==> src/rtl/dma4_pkg.sv <==
package dma4_pkg;

  typedef enum logic [1:0] {
    ADJ_INC        = 2'b00,
    ADJ_DEC        = 2'b01,
    ADJ_FIX        = 2'b10,
    ADJ_INC_RELOAD = 2'b11
  } adj_e;

  typedef enum logic [1:0] {
    TIM_NOW     = 2'b00,
    TIM_VBL     = 2'b01,
    TIM_HBL     = 2'b10,
    TIM_SPECIAL = 2'b11
  } timing_e;

  // Control half of the count/control word, packed from data bits
  // {31, 24:16}; bits 30:25 carry nothing.
  typedef struct packed {
    logic    enable;
    logic    irq_en;
    timing_e timing;
    logic    wide;
    logic    repeat_en;
    adj_e    src_adj;
    adj_e    dst_adj;
  } ctl_t;

  localparam logic [1:0] IDX_SRC = 2'd0;
  localparam logic [1:0] IDX_DST = 2'd1;
  localparam logic [1:0] IDX_CTL = 2'd2;

  localparam int FIFO_UNITS = 4;

endpackage

==> src/rtl/dma4_arbiter.sv <==
module dma4_arbiter #(
  parameter  int N  = 4,
  localparam int IW = (N > 1) ? $clog2(N) : 1
) (
  input  logic [N-1:0]  req,
  output logic [N-1:0]  grant,
  output logic [IW-1:0] idx,
  output logic          any
);

  always_comb begin
    grant = '0;
    idx   = '0;
    any   = 1'b0;
    for (int i = 0; i < N; i++) begin
      if (req[i] && !any) begin
        grant[i] = 1'b1;
        idx      = IW'(i);
        any      = 1'b1;
      end
    end
  end

endmodule

==> src/rtl/dma4_channel.sv <==
module dma4_channel
  import dma4_pkg::*;
#(
  parameter int ADDR_W   = 32,
  parameter int CNT_W    = 16,
  parameter bit FIFO_CAP = 1'b0
) (
  input  logic              clk,
  input  logic              rst_n,
  input  logic              wr_en,
  input  logic [1:0]        wr_idx,
  input  logic [31:0]       wr_data,
  input  logic              trig_vbl,
  input  logic              trig_hbl,
  input  logic              fifo_req,
  input  logic              unit_go,
  output logic              active,
  output logic [ADDR_W-1:0] src_addr,
  output logic [ADDR_W-1:0] dst_addr,
  output logic              wide,
  output logic              irq
);

  localparam int REM_W = CNT_W + 1;

  logic [ADDR_W-1:0] reg_src_q, reg_src_d;
  logic [ADDR_W-1:0] reg_dst_q, reg_dst_d;
  logic [CNT_W-1:0]  reg_cnt_q, reg_cnt_d;
  ctl_t              ctl_q, ctl_d;
  logic [ADDR_W-1:0] cur_src_q, cur_src_d;
  logic [ADDR_W-1:0] cur_dst_q, cur_dst_d;
  logic [REM_W-1:0]  remain_q, remain_d;
  logic              active_q, active_d;
  logic              irq_q, irq_d;

  ctl_t             new_ctl;
  logic [CNT_W-1:0] new_cnt;
  logic             ctl_wr;
  logic             enable_rise;
  logic             is_fifo;
  logic             wide_eff;
  logic [3:0]       step_bytes;
  logic             trig_hit;
  logic             fifo_hit;
  logic             last_unit;
  logic             ctl_bits_unused;

  function automatic logic fifo_mode(input ctl_t c);
    return FIFO_CAP && (c.timing == TIM_SPECIAL);
  endfunction

  function automatic logic [ADDR_W-1:0] next_addr(input logic [ADDR_W-1:0] a,
                                                  input adj_e adj,
                                                  input logic [3:0] bytes);
    case (adj)
      ADJ_DEC: return a - ADDR_W'(bytes);
      ADJ_FIX: return a;
      default: return a + ADDR_W'(bytes);
    endcase
  endfunction

  function automatic logic [REM_W-1:0] load_len(input logic [CNT_W-1:0] c,
                                                input logic f);
    if (f)
      return REM_W'(FIFO_UNITS);
    else if (c == '0)
      return REM_W'(1) << CNT_W;
    else
      return {1'b0, c};
  endfunction

  assign new_ctl         = ctl_t'({wr_data[31], wr_data[24:16]});
  assign new_cnt         = wr_data[CNT_W-1:0];
  assign ctl_bits_unused = ^wr_data[30:25];
  assign ctl_wr          = wr_en && (wr_idx == IDX_CTL);
  assign enable_rise     = ctl_wr && new_ctl.enable && !ctl_q.enable;

  assign is_fifo    = fifo_mode(ctl_q);
  assign wide_eff   = ctl_q.wide | is_fifo;
  assign step_bytes = wide_eff ? 4'd4 : 4'd2;
  assign fifo_hit   = fifo_req & FIFO_CAP;
  assign last_unit  = (remain_q == REM_W'(1));

  always_comb begin
    case (ctl_q.timing)
      TIM_VBL:     trig_hit = trig_vbl;
      TIM_HBL:     trig_hit = trig_hbl;
      TIM_SPECIAL: trig_hit = fifo_hit;
      default:     trig_hit = 1'b0;
    endcase
  end

  // Next-state logic
  always_comb begin
    reg_src_d = reg_src_q;
    reg_dst_d = reg_dst_q;
    reg_cnt_d = reg_cnt_q;
    ctl_d     = ctl_q;
    cur_src_d = cur_src_q;
    cur_dst_d = cur_dst_q;
    remain_d  = remain_q;
    active_d  = active_q;
    irq_d     = 1'b0;

    if (wr_en) begin
      case (wr_idx)
        IDX_SRC: reg_src_d = wr_data[ADDR_W-1:0];
        IDX_DST: reg_dst_d = wr_data[ADDR_W-1:0];
        IDX_CTL: begin
          reg_cnt_d = new_cnt;
          ctl_d     = new_ctl;
        end
        default: ;
      endcase
    end

    if (ctl_wr && !new_ctl.enable) begin
      active_d = 1'b0;
    end else if (enable_rise) begin
      cur_src_d = reg_src_q;
      cur_dst_d = reg_dst_q;
      remain_d  = load_len(new_cnt, fifo_mode(new_ctl));
      active_d  = (new_ctl.timing == TIM_NOW);
    end else if (active_q && unit_go) begin
      cur_src_d = next_addr(cur_src_q, ctl_q.src_adj, step_bytes);
      cur_dst_d = is_fifo ? cur_dst_q
                          : next_addr(cur_dst_q, ctl_q.dst_adj, step_bytes);
      remain_d  = remain_q - REM_W'(1);
      if (last_unit) begin
        active_d = 1'b0;
        irq_d    = ctl_q.irq_en;
        if (ctl_q.repeat_en && (ctl_q.timing != TIM_NOW)) begin
          remain_d = load_len(reg_cnt_q, is_fifo);
          if (!is_fifo && (ctl_q.dst_adj == ADJ_INC_RELOAD))
            cur_dst_d = reg_dst_q;
        end else begin
          ctl_d.enable = 1'b0;
        end
      end
    end else if (ctl_q.enable && !active_q && trig_hit) begin
      active_d = 1'b1;
    end
  end

  // State registers
  always_ff @(posedge clk or negedge rst_n) begin
    if (!rst_n) begin
      reg_src_q <= '0;
      reg_dst_q <= '0;
      reg_cnt_q <= '0;
      ctl_q     <= '0;
      cur_src_q <= '0;
      cur_dst_q <= '0;
      remain_q  <= '0;
      active_q  <= 1'b0;
      irq_q     <= 1'b0;
    end else begin
      reg_src_q <= reg_src_d;
      reg_dst_q <= reg_dst_d;
      reg_cnt_q <= reg_cnt_d;
      ctl_q     <= ctl_d;
      cur_src_q <= cur_src_d;
      cur_dst_q <= cur_dst_d;
      remain_q  <= remain_d;
      active_q  <= active_d;
      irq_q     <= irq_d;
    end
  end

  assign active   = active_q;
  assign src_addr = cur_src_q;
  assign dst_addr = cur_dst_q;
  assign wide     = wide_eff;
  assign irq      = irq_q;

  // an immediate-timing enable starts the channel on the next cycle
  assert_start_now_R2: assert property (@(posedge clk) disable iff (!rst_n)
    enable_rise && (new_ctl.timing == TIM_NOW) |=> active_q)
    else $error("immediate enable did not start channel");

  // completion pulse lasts one cycle
  assert_irq_pulse_R6: assert property (@(posedge clk) disable iff (!rst_n)
    irq_q |=> !irq_q)
    else $error("irq longer than one cycle");

  // a waiting channel stays idle without its trigger or a write
  assert_wait_trigger_R8: assert property (@(posedge clk) disable iff (!rst_n)
    !active_q && !trig_hit && !wr_en |=> !active_q)
    else $error("channel started without trigger");

  // FIFO-mode destination never moves
  assert_fifo_dst_fixed_R9: assert property (@(posedge clk) disable iff (!rst_n)
    active_q && unit_go && is_fifo && !wr_en |=> $stable(cur_dst_q))
    else $error("fifo destination moved");

  // no unit, no address change
  assert_hold_no_step_R10: assert property (@(posedge clk) disable iff (!rst_n)
    active_q && !unit_go && !wr_en |=> $stable(cur_src_q) && $stable(cur_dst_q)
                                       && $stable(remain_q))
    else $error("channel state moved without a bus step");

endmodule

==> src/rtl/dma4_engine.sv <==
module dma4_engine
  import dma4_pkg::*;
#(
  parameter  int NUM_CH = 4,
  parameter  int ADDR_W = 32,
  parameter  int CNT_W  = 16,
  localparam int CH_W   = (NUM_CH > 1) ? $clog2(NUM_CH) : 1,
  localparam int RA_W   = CH_W + 2
) (
  input  logic              clk,
  input  logic              rst_n,
  input  logic              reg_wr_en,
  input  logic [RA_W-1:0]   reg_wr_addr,
  input  logic [31:0]       reg_wr_data,
  input  logic              vblank_evt,
  input  logic              hblank_evt,
  input  logic [1:0]        fifo_req,
  input  logic              bus_ready,
  output logic              bus_valid,
  output logic [CH_W-1:0]   bus_chan,
  output logic [ADDR_W-1:0] bus_src_addr,
  output logic [ADDR_W-1:0] bus_dst_addr,
  output logic              bus_wide,
  output logic              cpu_stall,
  output logic [NUM_CH-1:0] irq
);

  localparam logic [NUM_CH-1:0] ONE = NUM_CH'(1);

  logic [NUM_CH-1:0] ch_active;
  logic [NUM_CH-1:0] ch_grant;
  logic [NUM_CH-1:0] ch_wide;
  logic [ADDR_W-1:0] ch_src [NUM_CH];
  logic [ADDR_W-1:0] ch_dst [NUM_CH];

  for (genvar g = 0; g < NUM_CH; g++) begin : g_ch
    localparam bit HAS_FIFO = (g == 1) || (g == 2);
    logic ch_fifo_req;
    logic ch_wr_en;

    if (g == 1) begin : g_f1
      assign ch_fifo_req = fifo_req[0];
    end else if (g == 2) begin : g_f2
      assign ch_fifo_req = fifo_req[1];
    end else begin : g_fn
      assign ch_fifo_req = 1'b0;
    end

    assign ch_wr_en = reg_wr_en && (reg_wr_addr[RA_W-1:2] == CH_W'(g));

    dma4_channel #(
      .ADDR_W  (ADDR_W),
      .CNT_W   (CNT_W),
      .FIFO_CAP(HAS_FIFO)
    ) i_chan (
      .clk     (clk),
      .rst_n   (rst_n),
      .wr_en   (ch_wr_en),
      .wr_idx  (reg_wr_addr[1:0]),
      .wr_data (reg_wr_data),
      .trig_vbl(vblank_evt),
      .trig_hbl(hblank_evt),
      .fifo_req(ch_fifo_req),
      .unit_go (ch_grant[g] & bus_ready),
      .active  (ch_active[g]),
      .src_addr(ch_src[g]),
      .dst_addr(ch_dst[g]),
      .wide    (ch_wide[g]),
      .irq     (irq[g])
    );
  end

  dma4_arbiter #(.N(NUM_CH)) i_arb (
    .req  (ch_active),
    .grant(ch_grant),
    .idx  (bus_chan),
    .any  (bus_valid)
  );

  always_comb begin
    bus_src_addr = '0;
    bus_dst_addr = '0;
    bus_wide     = 1'b0;
    for (int i = 0; i < NUM_CH; i++) begin
      if (ch_grant[i]) begin
        bus_src_addr = ch_src[i];
        bus_dst_addr = ch_dst[i];
        bus_wide     = ch_wide[i];
      end
    end
  end

  assign cpu_stall = |ch_active;

  // the offered channel is active and no lower-numbered one is
  assert_lowest_wins_R3: assert property (@(posedge clk) disable iff (!rst_n)
    bus_valid |-> ch_active[bus_chan] &&
                  ((ch_active & ((ONE << bus_chan) - ONE)) == '0))
    else $error("bus granted out of priority order");

  // at most one grant
  assert_one_grant_R3: assert property (@(posedge clk) disable iff (!rst_n)
    $onehot0(ch_grant))
    else $error("multiple grants");

  // a stall cannot end while the bus is held off and nothing is written
  assert_stall_holds_R2: assert property (@(posedge clk) disable iff (!rst_n)
    cpu_stall && !bus_ready && !reg_wr_en |=> cpu_stall)
    else $error("stall dropped without a unit moving");

endmodule

==> config.mk <==
export PLATFORM = sky130hd
export DESIGN_NAME = dma4_engine
export DESIGN_NICKNAME = d
export VERILOG_FILES = /design/src/rtl/dma4_pkg.sv /design/src/rtl/dma4_arbiter.sv /design/src/rtl/dma4_channel.sv /design/src/rtl/dma4_engine.sv
export SDC_FILE = /design/constraint.sdc
export NUM_CORES = 2
export LEC_CHECK = 0
export BUFFER_PORTS_ARGS = -buffer_cell sky130_fd_sc_hd__buf_2
export CORE_MARGIN = 5
export CORE_UTILIZATION = 25
export CTS_CLUSTER_DIAMETER = 120
export DETAILED_ROUTE_END_ITERATION = 10
export SLEW_MARGIN = 20
export SYNTH_ARGS = -nofsm -noshare
export SYNTH_HDL_FRONTEND = slang
export SYNTH_SLANG_ARGS = --single-unit
==> constraint.sdc <==
create_clock -name clk -period 5.7 [get_ports clk]
set_clock_uncertainty 0.1 [all_clocks]
set_input_delay 0.57 -clock clk [delete_from_list [all_inputs] [get_ports clk]]
set_output_delay 0.57 -clock clk [all_outputs]
set_load 0.02 [all_outputs]
==> summary.txt <==
Timing
  • RSZ-0062 raised after global routing: no
  • TNS Setup: 0 ps
  • Final Hold Slack: 273 ps
  • Min cycle time layout: 4560 ps
  • Setup violators final: 0
  • Final Hold Fails: 0
  • Max-slew violations: 0
  • Max-slew headroom: 0.264
  • F_max: 220 MHz
  • Worst slew pin tran: 1100 ps
  • Final Cycle Share: 0.799

Routing
  • Vias/cell: approximately 5.3
  • Antenna violation net count after detailed routing: 0
  • Drt drc: 0
  • Routed Wire Length: 155 mm
  • Drt pass-1 iters: 7
  • Via count: 38,400
  • Initial drt markers: 3,962
  • DR WL/cell: 21.3 um

Flow run
  • Max-Cap Viols: 0

CTS
  • CTS Hold Bufs: 1
  • Root Driver: clkbuf_16
  • CTS max path bufs: 3
  • CTS buffer count: 75
  • Clock sink total: roughly 690
  • H-tree depth: 3
  • Clk slew on worst S/H paths: 70 ps
  • Post-CTS sizing: 0
  • CTS tree: done
  • Clock latency on the worst-skew pair: 660 ps
  • # Post-CTS Setup Buffers: 0

Placement
  • Final Wtd Congestion: 0.924
  • Detailed Place HPWL: 105 mm
  • IO buf count: 116

Global route
  • Initial antenna violation count: 26
  • Vias in the first global route: about 37,000
  • First-pass GRT wire length: 234 mm
  • GR Overflow Total: 0
  • Global Route Usage Sum: 0.161
  • Pin count of the biggest net entering global routing: 129

Synthesis
  • Post-synthesis cell area: 44,200 sq um
  • Number of flops mapped to enable cells by yosys: 0
  • Fraction of registers with async set/reset: 1.00
  • Net count after synthesis: ~5,200
  • Cell count after synthesis: 4,878
  • Synth Warn #: 0
  • Library cells used by synthesis: between 90 and 100
  • Seq cells post-synth: 692
  • Mean Syn Cell Area: 9.06 sq um
  • Seq/Total Area, Yosys: 0.392
  • Predominant post-synthesis flop cell: dfrtp_1

Worst setup path
  • Crit path buf inv count: 1
  • Max FO, Critical Path: 28
  • CP Cell Sequence: nand2b_1, inv_1, ha_1, a21o_1, a21oi_1, o21ai_0, or4_1, a311o_1, a21oi_2, o21ai_2, a21oi_2, nor4b_1, or3_1
  • CP max-delay cell: inv_1
  • Crit path DAT: 5000 ps
  • CP required: 6140 ps
  • Crit path capture type: flop
  • Worst setup SP type: flop
  • Crit path max-delay family: compound AO/OA/AOI/OAI gates
  • CP dominant cell by count: a21oi_2
  • Crit Path Class: flop to flop
  • Max incr delay on CP: roughly 740 ps

Layout
  • Area delta synth->final: 13.1%
  • FILL cells: roughly 18,000
  • Footprint of the multi-input gates: between 20,000 and 30,000 sq um
  • Commonest non-fill, non-tap cell in the layout: dfrtp_1
  • Commonest non-fill, non-tap cells in the layout: 690 x dfrtp_1, 590 x nand2_1, 375 x o21ai_0, 370 x a21oi_1, 346 x nor2_1
  • Share of layout cells above drive strength 1: 0.140
  • Storage cell area: 17,300 sq um
  • Fin nets: approximately 5,200

Worst hold path
  • Worst hold path class: primary input to flop

Power
  • Pleak: between 20 and 25 nW
  • Pwr dens: 526 nW/um^2
  • Sw power: around 0.012 W
  • Seq pwr share: 0.313
  • Combinational share of power: 0.491
  • Clock power share: 0.196
  • VDD IR-drop max: 0.000244 V
  • Pint: 0.0146 W
  • Sw Ratio: 0.443

Floorplanning
  • Die ar.: about 190,000 sq um
  • I/O pin count: 117
  • Die Wd: 430 um
  • Initial Util: 0.251
  • Number of cell rows: 154
  • Die Span Y: roughly 430 um
  • Core region area: 176,000 sq um

Run status
  • Outcome: complete, no violations
-- final timing paths --
path                                             start                            to  slack, ps  depth (start not counted)
max                            g_ch[0].i_chan.ctl_q[1]   g_ch[0].i_chan.dst_addr[30]       1140                         13
min                                          bus_ready         g_ch[0].i_chan.active        270                          4
max reg2reg                    g_ch[0].i_chan.ctl_q[1]   g_ch[0].i_chan.dst_addr[30]       1140                         13
min reg2reg                g_ch[2].i_chan.reg_src_q[0]    g_ch[2].i_chan.src_addr[0]        360                          2
max in group asynchronous                        rst_n  g_ch[0].i_chan.reg_src_q[15]       3640                          3
min in group asynchronous                        rst_n   g_ch[3].i_chan.dst_addr[28]        470                          2
-- metrics by stage --
| step | area [sq um] | total power (W) | instances | setup WS, ps | util |
|---|---|---|---|---|---|
| after global routing | 50000 | 0.0281 | 7274 | 837 | 0.284 |
| after floorplan | 44200 | 0.0171 | 4878 | 1350 | - |
| final | 50000 | 0.0263 | 7288 | 1140 | 0.284 |
| after detailed placement | 47400 | 0.0210 | 7135 | 1200 | 0.269 |
| after CTS | 49900 | 0.0262 | 7269 | 1190 | 0.284 |
| after global placement | 47400 | 0.0208 | 7134 | 1160 | 0.269 |
-- layout make-up --
class | instances | share of cell area
Clock buffer | 96 | 0.0426
Multi-Input combinational cell | 3819 | 0.511
Antenna cell | 19 | 0.000951
Clock inverter | 37 | 0.00776
Inverter | 81 | 0.00608
Tap cell | 2340 | 0.0586
Sequential cell | 692 | 0.346
Timing Repair Buffer | 204 | 0.0266
-- power groups by stage --
stage	sequential (W)	clock (W)	combinational (W)
2_1_floorplan	0.00748	0	0.00962
3_3_place_gp	0.00823	0	0.0125
3_5_place_dp	0.00825	0	0.0127
4_1_cts	0.00819	0.00525	0.0128
5_1_grt	0.00842	0.00540	0.0142
6_report	0.00823	0.00515	0.0129
-- layer usage --
layer / share of wire / track usage / vias up
li1: - / - / 17800
met1: 0.42 / 0.210 / 19000
met2: 0.46 / 0.264 / 1277
met3: 0.061 / 0.0187 / 285
met4: 0.054 / 0.0842 / 8
met5: 0.00035 / 0 / -
-- cell families (layout without fill, tap and decap cells) --
family | Yosys count | count (layout) | synth area share
simple gates | 1403 | 1403 | 0.145
buf+inv | 367 | 418 | 0.0333
xor+xnor | 246 | 246 | 0.0487
fa+ha+maj | 258 | 258 | 0.0730
mux | 309 | 309 | 0.0781
other cells | 0 | 19 | 0
compound gates | 1603 | 1603 | 0.230
flops | 692 | 692 | 0.392
-- Yosys cell counts, types with 92 or more instances --
master / instances / share of area
xor2_1: 93 / 0.018
clkbuf_1: 213 / 0.018
o21ai_0: 377 / 0.043
a21oi_1: 371 / 0.042
nor2_1: 353 / 0.030
dfrtp_1: 692 / 0.39
mux2_2: 288 / 0.073
nand2_1: 590 / 0.050
a22oi_1: 227 / 0.039
ha_1: 258 / 0.073
a31oi_1: 92 / 0.013
xnor2_1: 153 / 0.030
a21o_1: 142 / 0.024
-- worst min-delay path: stages --
cell and delay [ps]:
buf_2 150, a21oi_1 120, o21ai_0 80, o31ai_1 60
-- registers in the layout (all words and copies together) (netlist names) --
| signal | cells |
|---|---|
| g_ch.i_chan.reg_cnt_q | 64 |
| g_ch.i_chan.ctl_q | 38 |
| g_ch.i_chan.src_addr | 128 |
| g_ch.i_chan.active | 4 |
| g_ch.i_chan.dst_addr | 128 |
| g_ch.i_chan.remain_q | 68 |
| g_ch.i_chan.irq | 4 |
| g_ch.i_chan.wide | 2 |
| g_ch.i_chan.reg_src_q | 128 |
| g_ch.i_chan.reg_dst_q | 128 |
Note: power is estimated with default switching activity, not from simulation.
